[src/rtl/txq_pkg.sv]
package txq_pkg;

    typedef struct packed {
        logic push;   // accepted write
        logic pop;    // accepted read
        logic clear;  // flush, overrides push and pop
    } txq_op_t;

    // Threshold for a 2-bit select: 1, then DEPTH/8, DEPTH/4, DEPTH/2.
    function automatic int unsigned wm_threshold(input logic [1:0] sel,
                                                 input int unsigned depth);
        if (sel == 2'd0) return 1;
        return depth >> (4 - int'(sel));
    endfunction

endpackage

[src/rtl/txq_store.sv]
module txq_store
    import txq_pkg::*;
#(
    parameter int DATA_W = 8,
    parameter int DEPTH  = 32
) (
    input  logic              clk,
    input  logic              rst,
    input  txq_op_t           op,
    input  logic [DATA_W-1:0] wr_data,
    output logic [DATA_W-1:0] rd_data
);
    localparam int PTR_W = (DEPTH > 1) ? $clog2(DEPTH) : 1;
    localparam logic [PTR_W-1:0] LAST = PTR_W'(DEPTH - 1);

    logic [DATA_W-1:0] mem [DEPTH];
    logic [PTR_W-1:0]  wr_ptr, rd_ptr;

    function automatic logic [PTR_W-1:0] bump(input logic [PTR_W-1:0] p);
        return (p == LAST) ? '0 : p + 1'b1;
    endfunction

    always_ff @(posedge clk) begin
        if (rst || op.clear) begin
            wr_ptr <= '0;
            rd_ptr <= '0;
        end else begin
            if (op.push) wr_ptr <= bump(wr_ptr);
            if (op.pop)  rd_ptr <= bump(rd_ptr);
        end
    end

    always_ff @(posedge clk) begin
        if (op.push && !op.clear) mem[wr_ptr] <= wr_data;
    end

    assign rd_data = mem[rd_ptr];
endmodule

[src/rtl/txq_count.sv]
module txq_count
    import txq_pkg::*;
#(
    parameter int DEPTH = 32,
    parameter int LVL_W = $clog2(DEPTH + 1)
) (
    input  logic             clk,
    input  logic             rst,
    input  txq_op_t          op,
    output logic [LVL_W-1:0] level,
    output logic [LVL_W-1:0] level_next,
    output logic             full,
    output logic             empty
);
    always_comb begin
        if (op.clear)
            level_next = '0;
        else
            level_next = level + LVL_W'(op.push) - LVL_W'(op.pop);
    end

    always_ff @(posedge clk) begin
        if (rst) level <= '0;
        else     level <= level_next;
    end

    assign full  = (level == LVL_W'(DEPTH));
    assign empty = (level == '0);
endmodule

[src/rtl/txq_events.sv]
module txq_events
    import txq_pkg::*;
#(
    parameter int DEPTH = 32,
    parameter int LVL_W = $clog2(DEPTH + 1)
) (
    input  logic             clk,
    input  logic             rst,
    input  txq_op_t          op,
    input  logic [1:0]       wm_sel,
    input  logic [LVL_W-1:0] level,
    input  logic [LVL_W-1:0] level_next,
    output logic             wm_set,
    output logic             wm_clr,
    output logic             empty_set
);
    logic [LVL_W-1:0] thr;
    logic             was_busy;

    assign thr      = LVL_W'(wm_threshold(wm_sel, DEPTH));
    assign was_busy = (level != '0);

    always_ff @(posedge clk) begin
        if (rst) begin
            wm_set    <= 1'b0;
            wm_clr    <= 1'b0;
            empty_set <= 1'b0;
        end else if (op.clear) begin
            wm_set    <= 1'b0;
            wm_clr    <= was_busy;
            empty_set <= was_busy;
        end else begin
            wm_set    <= op.push && (level_next >= thr);
            wm_clr    <= op.pop  && (level_next <  thr);
            empty_set <= op.pop  && (level_next == '0);
        end
    end
endmodule

[src/rtl/txq_watermark_fifo.sv]
module txq_watermark_fifo
    import txq_pkg::*;
#(
    parameter int DATA_W = 8,
    parameter int DEPTH  = 32,
    localparam int LVL_W = $clog2(DEPTH + 1)
) (
    input  logic              clk,
    input  logic              rst,
    input  logic              wr_en,
    input  logic [DATA_W-1:0] wr_data,
    input  logic              flush,
    input  logic [1:0]        wm_sel,
    input  logic              rd_ready,
    output logic              rd_valid,
    output logic [DATA_W-1:0] rd_data,
    output logic [LVL_W-1:0]  level,
    output logic              full,
    output logic              empty,
    output logic              wm_set,
    output logic              wm_clr,
    output logic              empty_set
);
    txq_op_t          op;
    logic [LVL_W-1:0] level_next;

    assign op.push  = wr_en && !full;
    assign op.pop   = rd_ready && !empty;
    assign op.clear = flush;
    assign rd_valid = !empty;

    txq_store #(.DATA_W(DATA_W), .DEPTH(DEPTH)) u_store (
        .clk(clk), .rst(rst), .op(op), .wr_data(wr_data), .rd_data(rd_data)
    );

    txq_count #(.DEPTH(DEPTH), .LVL_W(LVL_W)) u_count (
        .clk(clk), .rst(rst), .op(op), .level(level),
        .level_next(level_next), .full(full), .empty(empty)
    );

    txq_events #(.DEPTH(DEPTH), .LVL_W(LVL_W)) u_events (
        .clk(clk), .rst(rst), .op(op), .wm_sel(wm_sel), .level(level),
        .level_next(level_next), .wm_set(wm_set), .wm_clr(wm_clr),
        .empty_set(empty_set)
    );
endmodule

[config.mk]
export PLATFORM = sky130hd
export DESIGN_NAME = txq_watermark_fifo
export DESIGN_NICKNAME = d
export VERILOG_FILES = /design/src/rtl/txq_pkg.sv /design/src/rtl/txq_store.sv /design/src/rtl/txq_count.sv /design/src/rtl/txq_events.sv /design/src/rtl/txq_watermark_fifo.sv
export SDC_FILE = /design/constraint.sdc
export NUM_CORES = 1
export LEC_CHECK = 0
export BUFFER_PORTS_ARGS = -buffer_cell sky130_fd_sc_hd__clkbuf_2
export CAP_MARGIN = 0
export CORE_MARGIN = 3
export CORE_UTILIZATION = 56
export DETAILED_ROUTE_END_ITERATION = 10
export PLACE_DENSITY = 0.76
export SYNTH_ARGS = -nofsm -noshare
export SYNTH_HDL_FRONTEND = slang
export SYNTH_SLANG_ARGS = --single-unit
[constraint.sdc]
create_clock -name clk -period 3.4 [get_ports clk]
set_input_delay 0.68 -clock clk [delete_from_list [all_inputs] [get_ports clk]]
set_output_delay 0.68 -clock clk [all_outputs]
set_load 0.1 [all_outputs]
==> results.tsv, run 1 <==
metric	value	unit
status	complete, but fails checks	
violations	negative setup slack	
avgSynthCellArea	19.7	um^2
syn_nets	608	
worst_pin_slew	0.830	ns
critPathKind	flip-flop to primary output	
hold_buffers	0	
cpMostUsedCell	mux4_2	
synth_edf_count	256	
synthXorXnorAreaFrac	0.00156	
clkLatencyLatePin	0.55	ns
die-area	21800	um^2
placed_cell_area	12000	um^2
timing.final.crit_share	1.03	
yosys_most_used_dff	edfxtp_1	
die_y	148	um
synth_cell_types	40	
synthArstFlopShare	0	
grt_overflow	0	
netlist_instances	572	
drt_iter0_drc	505	
pre_cts_slack	0.146	ns
period_needed	3.49	ns
grt_usage	0.229	
clock_skew	0.0272	ns
hpwlAfterDp	13.6	mm
power_leakage	4.21	nW
clock_sinks	280	
drc	0	
hp-class	primary input to flip-flop	
post-route-util	0.671	
drive_gt1_frac	0.319	
wl_per_cell	26.7	um
n_antenna_cell	0	
netlist_top_cells_area	edfxtp_1 68%, mux4_2 16%, dfxtp_1 4.3%	
start_util	0.574	
cellPowerDensity	683	nW/um^2
yosysTopAreaCellShare	0.683	
die_w	148	um
finalNetCount	670	
path_buf_inv	3	
drt.antenna.violating_nets	0	
postLayoutCellArea	13100	um^2
slowest_delay	0.54	ns
cp_max_fo	6	
vias	5780	
fin_setup_tns	-0.590	ns
finalHoldViolations	0	
seq_area_frac_synth	0.726	
drt-total-wl	24.6	mm
drt-pass1-iter-count	4	
rr_worst_depth	16	
holdWs	0.409	ns
rows	51	
synthMuxAreaShare	0.171	
hp-start	rst	
ys_seq_elements	280	
placed_cells	856	
crit_slowest_cell	mux4_2	
reg2reg_to	u_events.wm_set$_SDFF_PP0_	
antenna_found_initial	0	
drv_slew	0	
areaGrowthSynthToFinish	16.8	%
clk_pin_slew	0.06	ns
fmax	0.287	GHz
whs_endpoint	u_count.level[5]$_SDFF_PP0_	
crit_family	multiplexers	
netlist_top_cells_count	256 x edfxtp_1, 80 x mux4_2, 54 x nor2_1, 24 x dfxtp_1, 20 x ha_1	
r2r-start	u_count.level[4]$_SDFF_PP0_	
startpoint_type	flip-flop	
coreArea	19600	um^2
synth_fa_ha_area_frac	0.0240	
gp_congestion	0.843	
htreeDepth	1	
crit_cells	6	
final_cells	921	
num-fill-cells	1239	
synth.most_common_cell	edfxtp_1	
synth_top_area_cell	edfxtp_1	
end_kind	primary output	
place.port_buffers	34	
cts.root.buffer_cell	clkbuf_16	
synthSimpleGateAreaFrac	0.0439	
clock_path_buffers	3	
max_slew_margin	0.444	
cts_tree	yes	
numCtsBuffers	28	
vias_per_cell	6.28	
maxCapViolCount	0	
cp_cell_sequence	buf_8 > clkbuf_16 > mux4_2 > mux4_2 > mux2_4 > buf_12	
rsz0062_at_grt	true	
grt_max_degree	65	
yosysWarnings	0	
peakVddDrop	1260	uV
rrSetupSlack	0.33	ns
worstPathArrival	2.81	ns
synth_top_family_by_area	multiplexers	
pin_count	35	
grt_pass1_wl	37.2	mm
power.total	8.98	mW
hold_depth	2	
layout_setup_ws	-0.0893	ns
grt_pass1_vias	6020	
critPathRequiredTime	2.72	ns
synth_compound_area_frac	0.0168	
syn-cell-area	11300	um^2
setup_viol	8	
## cells in the final DEF (no fill, tap or decap), types with 4 or more instances in the layout
master,count
nand2b_1,4
a21oi_1,15
clkbuf_8,5
nand2_1,13
o21ai_0,4
nand3b_1,4
clkbuf_2,26
edfxtp_1,256
dfxtp_4,5
mux2_4,8
nor3_1,4
ha_1,18
mux4_2,80
nor2_1,54
buf_12,16
inv_1,12
dfxtp_1,16
buf_4,13
clkbuf_16,31
nand3_1,5
clkbuf_1,12
## worst max path at each step
stage,slack (ns),startpoint,end
finish,-0.09,flip-flop,rd_data[7]
global route,-0.14,flip-flop,rd_data[6]
CTS,-0.13,flip-flop,rd_data[3]
detailed placement,0.15,rd_ready,u_events.wm_set$_SDFF_PP0_
global placement,0.18,rd_ready,u_events.wm_set$_SDFF_PP0_
floorplan,-0.91,u_count.level[5]$_SDFF_PP0_,u_events.wm_set$_SDFF_PP0_
## routing by layer
metal	global-route usage	share of wire	up-vias
met5	0	0	-
met4	0.0676	0.035	0
met3	0.0438	0.071	55
met2	0.387	0.51	257
met1	0.308	0.38	3027
li1	-	-	2441
## cells by family (layout without fill, tap and decap cells)
family | count (synthesis) | after routing
AOI/OAI and AO/OA | 33 | 33
xor gates and xnor gates | 2 | 2
adders and majority gates | 21 | 21
buffers and inverters | 41 | 125
DFF | 280 | 280
muxes | 91 | 91
other | 1 | 1
and+or+nand+nor | 103 | 103
## final cells by class
class / instances / area, um^2 / share of cell area
clock buffers: 45 / 815 / 0.0620
well taps: 265 / 332 / 0.0252
inverters: 14 / 55.1 / 0.00419
flip-flops and latches: 280 / 8190 / 0.623
clock inverters: 7 / 119 / 0.00904
multi-input cells: 251 / 3000 / 0.228
repair buffers: 59 / 638 / 0.0485
## power by group
part / switching [mW] / total, mW / internal [mW]
clock: 1.21 / 3.07 / 1.86
combinational: 1.24 / 2.05 / 0.810
sequential: 0.0444 / 3.86 / 3.81
total: 2.50 / 8.98 / 6.48
## sequential cells by signal, summed over array words and instances (netlist names), named ones only
register            count
u_events.wm_clr         1
u_store.rd_ptr          5
u_events.wm_set         1
u_store.mem           256
u_store.wr_ptr          5
u_events.empty_set      1
u_count.level           6
## timing repair
action / CTS / global route
endpoints found under the setup margin: 8 / 10
buffers inserted: 4 / 6
pin swaps: 0 / 2
gates resized for setup: 13 / 7
gates cloned: 2 / 3
(Power assumes the default switching activity.)
==> run 2: changes to the inputs <==
TNS_END_PERCENT = 5   (was not set)
==> run 2 against run 1 <==
  * The run still ends with negative setup slack left
  * Cell count stayed put
  * Wire length hardly changed
  * Clock skew is 0.00079 ns higher
  * Critical path depth stayed put
  * Power hardly changed
  * Largest cell class unchanged
  * Highest routed layer unchanged
==> results.tsv, run 2 (synthesis gave the netlist of run 1 again) <==
metric	value	unit	change
gp_congestion	0.843		unchanged
coreArea	19600	um^2	unchanged
drt.antenna.violating_nets	0		unchanged
pre_cts_slack	0.146	ns	unchanged
antenna_found_initial	0		unchanged
grt_max_degree	65		unchanged
pin_count	35		unchanged
cts_tree	yes		unchanged
maxCapViolCount	0		unchanged
cp_max_fo	6		unchanged
clkLatencyLatePin	0.55	ns	about the same
hp-start	rst		unchanged
fin_setup_tns	-0.596	ns	was -0.590 ns
postLayoutCellArea	13100	um^2	unchanged
cts.root.buffer_cell	clkbuf_16		unchanged
numCtsBuffers	28		unchanged
drc	0		unchanged
worstPathArrival	2.81	ns	about the same
grt_pass1_wl	37.2	mm	unchanged
largest-register	u_store.mem		unchanged
critPathRequiredTime	2.72	ns	about the same
timing.final.crit_share	1.03		about the same
cp_cell_sequence	buf_8 > clkbuf_16 > mux4_2 > mux4_2 > mux2_4 > buf_12		unchanged
hp-class	primary input to flip-flop		unchanged
wl_per_cell	26.7	um	about the same
final_cells	921		unchanged
post-route-util	0.671		unchanged
grt_overflow	0		unchanged
clock_path_buffers	3		unchanged
rows	51		unchanged
hpwlAfterDp	13.6	mm	unchanged
met3_usage	0.0438		unchanged
placed_cell_area	12000	um^2	unchanged
layout_common_cells	256 x edfxtp_1, 80 x mux4_2, 54 x nor2_1		unchanged
die_w	148	um	unchanged
violations	negative setup slack		unchanged
critPathKind	flip-flop to primary output		unchanged
vias	5761		was 5780
peakVddDrop	1260	uV	about the same
die-area	21800	um^2	unchanged
rsz0062_at_grt	true		unchanged
finalHoldViolations	0		unchanged
reg_top3	u_store.mem (256), u_count.level (6)		unchanged
end_kind	primary output		unchanged
grt_busiest_layer	met2		unchanged
crit_slowest_cell	mux4_2		unchanged
finalNetCount	670		unchanged
cellPowerDensity	684	nW/um^2	was 683 nW/um^2
clk_pin_slew	0.06	ns	about the same
grt_usage	0.229		unchanged
start_util	0.574		unchanged
fmax	0.286	GHz	was 0.287 GHz
clock_sinks	280		unchanged
drt_iter0_drc	533		was 505
power.total	8.99	mW	was 8.98 mW
worst_pin_slew	0.854	ns	was 0.830 ns
clock_skew	0.0280	ns	was 0.0272 ns
areaGrowthSynthToFinish	16.8	%	unchanged
setup_viol	8		unchanged
layout_setup_ws	-0.0929	ns	was -0.0893 ns
largest_reg_flops	256		unchanged
drv_slew	0		unchanged
grt_use_met2	0.387		unchanged
slowest_delay	0.54	ns	about the same
startpoint_type	flip-flop		unchanged
max_slew_margin	0.428		was 0.444
path_buf_inv	3		unchanged
n_antenna_cell	0		unchanged
drive_gt1_frac	0.319		unchanged
r2r-start	u_count.level[4]$_SDFF_PP0_		unchanged
final_common_cell	edfxtp_1		unchanged
vias_per_cell	6.26		was 6.28
place.port_buffers	34		unchanged
drt-pass1-iter-count	5		was 4
power_leakage	4.21	nW	unchanged
period_needed	3.49	ns	about the same
use_met1	0.308		unchanged
grt_pass1_vias	6022		was 6020
htreeDepth	1		unchanged
cpMostUsedCell	mux4_2		unchanged
status	complete, but fails checks		unchanged
drt-total-wl	24.6	mm	about the same
crit_family	multiplexers		unchanged
holdWs	0.407	ns	was 0.409 ns
placed_cells	856		unchanged
die_y	148	um	unchanged
-- run 2: worst paths after layout --
path / end / slack [ns] / cells past startpoint
worst min register to register: flip-flop / 0.50 / 2
worst max-delay path: rd_data[7] / -0.09 / 6
worst min-delay path: u_count.level[5]$_SDFF_PP0_ / 0.41 / 2
worst max register to register: u_events.wm_set$_SDFF_PP0_ / 0.33 / 16
-- run 2: report_power, final --
group          switching (mW)  leakage [nW]  internal (mW)
registers              0.0441          2.50           3.81
clock network            1.21         0.452           1.86
logic                    1.25          1.25          0.809
-- run 2: final cells by class --
cell class | instances | area [um^2]
multi-input cells | 251 | 3000
clock inverters | 7 | 119
flip-flops and latches | 280 | 8190
well taps | 265 | 332
fillers | 1239 | 6450
repair buffers | 59 | 638
inverters | 14 | 55.1
clock buffers | 45 | 815
-- run 2: repair_timing --
action / CTS / global route
gates resized for setup: 13 / 7
setup buffers: 4 / 6
hold buffers: 0 / 0
pin swaps: 0 / 2
gates cloned: 2 / 3
setup endpoints to repair: 8 / 10
-- run 2: worst reg2reg max path: stages, from the launching register on --
cell,delay [ns]
dfxtp_4,0.34
inv_2,0.08
ha_4,0.12
nor4bb_4,0.28
nand2b_4,0.19
inv_4,0.04
ha_4,0.16
a21o_1,0.20
a21oi_2,0.16
mux2i_1,0.23
inv_1,0.07
ha_1,0.29
a21o_1,0.18
a21o_1,0.18
a211oi_2,0.21
o21ai_1,0.09
nor3b_1,0.14
-- run 2: routing by layer --
layer	routed length, um	part of all wire	vias to the layer above
li1	-	-	2441
met1	9470	0.39	2993
met2	12500	0.51	267
met3	1770	0.072	60
met4	869	0.035	0
met5	0	0	-
==> run 3: changes to the inputs <==
CAP_MARGIN = 15   (was 0)
CORE_ASPECT_RATIO = 0.8   (was not set)
MAX_ROUTING_LAYER = met4   (was not set)
==> run 3 against run 2 <==
  * The flow still finishes with violations (negative setup slack)
  * Via count rose by 3.1%
  * Core utilization grew 1.5 points
  * Count of clock-buffer cells in the layout decreased by 16
  * Combinational power grew 2%
  * Power rose by 1.9%
  * Critical path depth is the same
  * Final area up 1.1%
  * Sequential power barely moved
  * Sequential share of layout area decreased by 0.66 points
  * First-iteration DRC count up 35%
  * Die area about the same
  * Clock power increased by 4%
  * Critical endpoint is now rd_data[1]
==> results.tsv, run 3 (synthesis gave the netlist of run 1 again) <==
metric	value	unit	change
vias	5940		was 5761
maxCapViolCount	0		unchanged
hp-start	rst		unchanged
largest-register	u_store.mem		unchanged
pre_cts_slack	0.0505	ns	was 0.146 ns
coreArea	19400	um^2	was 19600 um^2
cp_max_fo	5		was 6
rrSetupSlack	0.14	ns	was 0.33 ns
drt-total-wl	25.1	mm	was 24.6 mm
violations	negative setup slack		unchanged
whs_endpoint	u_count.level[5]$_SDFF_PP0_		unchanged
worst_pin_slew	0.913	ns	was 0.854 ns
place.port_buffers	34		unchanged
fin_setup_tns	-0.318	ns	was -0.596 ns
drc	0		unchanged
layout_setup_ws	-0.0673	ns	was -0.0929 ns
peakVddDrop	529	uV	was 1260 uV
max_slew_margin	0.389		was 0.428
slowest_delay	0.58	ns	was 0.54 ns
clock_path_buffers	3		unchanged
clk_pin_slew	0.07	ns	was 0.06 ns
wl_per_cell	27.3	um	was 26.7 um
drt.antenna.violating_nets	0		unchanged
worstPathArrival	2.79	ns	was 2.81 ns
rr_worst_depth	16		unchanged
clkLatencyLatePin	0.53	ns	was 0.55 ns
clock_skew	0.00840	ns	was 0.0280 ns
hpwlAfterDp	14.0	mm	was 13.6 mm
reg2reg_to	u_events.wm_set$_SDFF_PP0_		unchanged
drv_slew	0		unchanged
hold_depth	2		unchanged
reg_top3	u_store.mem (256), u_count.level (6)		unchanged
crit_slowest_cell	mux4_2		unchanged
grt_max_degree	65		unchanged
grt_overflow	0		unchanged
die-area	21800	um^2	about the same
cts.root.buffer_cell	clkbuf_16		unchanged
pin_count	35		unchanged
end_kind	primary output		unchanged
rows	45		was 51
final_common_cell	edfxtp_1		unchanged
clock_sinks	280		unchanged
startpoint_type	flip-flop		unchanged
status	complete, but fails checks		unchanged
rsz0062_at_grt	true		unchanged
cpMostUsedCell	mux4_2		unchanged
die_w	164	um	was 148 um
timing.final.crit_share	1.02		was 1.03
cp_cell_sequence	buf_6 > buf_16 > mux4_2 > mux4_2 > mux2_4 > buf_12		was buf_8 > clkbuf_16 > mux4_2 > mux4_2 > mux2_4 > buf_12
gp_congestion	0.835		was 0.843
grt_pass1_wl	36.6	mm	was 37.2 mm
fmax	0.288	GHz	was 0.286 GHz
n_antenna_cell	0		unchanged
antenna_found_initial	1		was 0
finalHoldViolations	0		unchanged
grt_pass1_vias	5814		was 6022
r2r-start	u_count.level[2]$_SDFF_PP0_		was u_count.level[4]$_SDFF_PP0_
power.total	9.15	mW	was 8.99 mW
areaGrowthSynthToFinish	18.1	%	was 16.8%
start_util	0.581		was 0.574
power_leakage	4.30	nW	was 4.21 nW
drt_iter0_drc	719		was 533
numCtsBuffers	26		was 28
die_y	133	um	was 148 um
htreeDepth	1		unchanged
largest_reg_flops	256		unchanged
setup_viol	8		unchanged
critPathRequiredTime	2.72	ns	about the same
layout_common_cells	256 x edfxtp_1, 80 x mux4_2, 54 x nor2_1		unchanged
cts_tree	yes		unchanged
period_needed	3.47	ns	was 3.49 ns
vias_per_cell	6.44		was 6.26
critPathKind	flip-flop to primary output		unchanged
cellPowerDensity	689	nW/um^2	was 684 nW/um^2
drt-pass1-iter-count	5		unchanged
finalNetCount	680		was 670
hp-class	primary input to flip-flop		unchanged
grt_usage	0.236		was 0.229
drive_gt1_frac	0.343		was 0.319
num-fill-cells	1191		was 1239
==> run 3: layout make-up <==
type	instances	area [um^2]	share of cell area
clock buffer	29	683	0.0514
clock inverter	19	259	0.0195
inverter	14	55.1	0.00414
multi-input combinational	251	3000	0.226
sequential	280	8190	0.617
tap	258	323	0.0243
timing repair buffer	71	777	0.0585
==> run 3: metrics by stage <==
| step | util | std cells | instance area [um^2] | hold slack (ns) |
|---|---|---|---|---|
| 6_report | 0.686 | 922 | 13300 | 0.419 |
| 3_5_place_dp | 0.620 | 858 | 12000 | 0.481 |
| 3_3_place_gp | 0.620 | 858 | 12000 | 0.476 |
| 4_1_cts | 0.680 | 916 | 13200 | 0.398 |
| 2_1_floorplan | - | 572 | 11300 | 0.463 |
| 5_1_grt | 0.686 | 922 | 13300 | 0.426 |
==> run 3: worst max-delay path: cells and delay by family, from the launching register on <==
family,cells,cell delay (ns)
buffers and inverters,3,0.49
DFF,1,0.39
muxes,3,1.37
==> run 3: worst max path at each step <==
stage | start | end | slack [ns] | depth (start not counted)
after CTS | flip-flop | rd_data[7] | -0.05 | 6
after floorplan | u_count.level[5]$_SDFF_PP0_ | u_events.wm_set$_SDFF_PP0_ | -0.91 | 17
after detailed placement | rd_ready | u_events.wm_set$_SDFF_PP0_ | 0.05 | 15
after global placement | rd_ready | u_events.wm_set$_SDFF_PP0_ | 0.22 | 15
final | flip-flop | rd_data[1] | -0.07 | 6
after global routing | flip-flop | rd_data[1] | -0.11 | 6
==> run 3: layer usage <==
metal / track usage / up-vias / wire length, um
li1: - / 2468 / -
met1: 0.346 / 3081 / 10400
met2: 0.338 / 346 / 11800
met3: 0.0676 / 45 / 2540
met4: 0.0475 / 0 / 471
met5: - / - / 0
==> run 3: where the power goes <==
group / switching, mW / internal, mW / total [mW]
Combinational: 1.30 / 0.817 / 2.11
Sequential: 0.0421 / 3.81 / 3.85
Clock: 1.27 / 1.91 / 3.19
Total: 2.61 / 6.54 / 9.15
==> run 3: repair_timing <==
| item | 4_1_cts | 5_1_grt |
|---|---|---|
| pin swaps | 0 | 2 |
| setup endpoints to repair | 8 | 10 |
| endpoints found under the hold margin | 0 | 0 |
| hold buffers | 0 | 0 |
| gates resized for setup | 15 | 4 |
| gates cloned | 5 | 3 |
| buffers inserted | 5 | 3 |
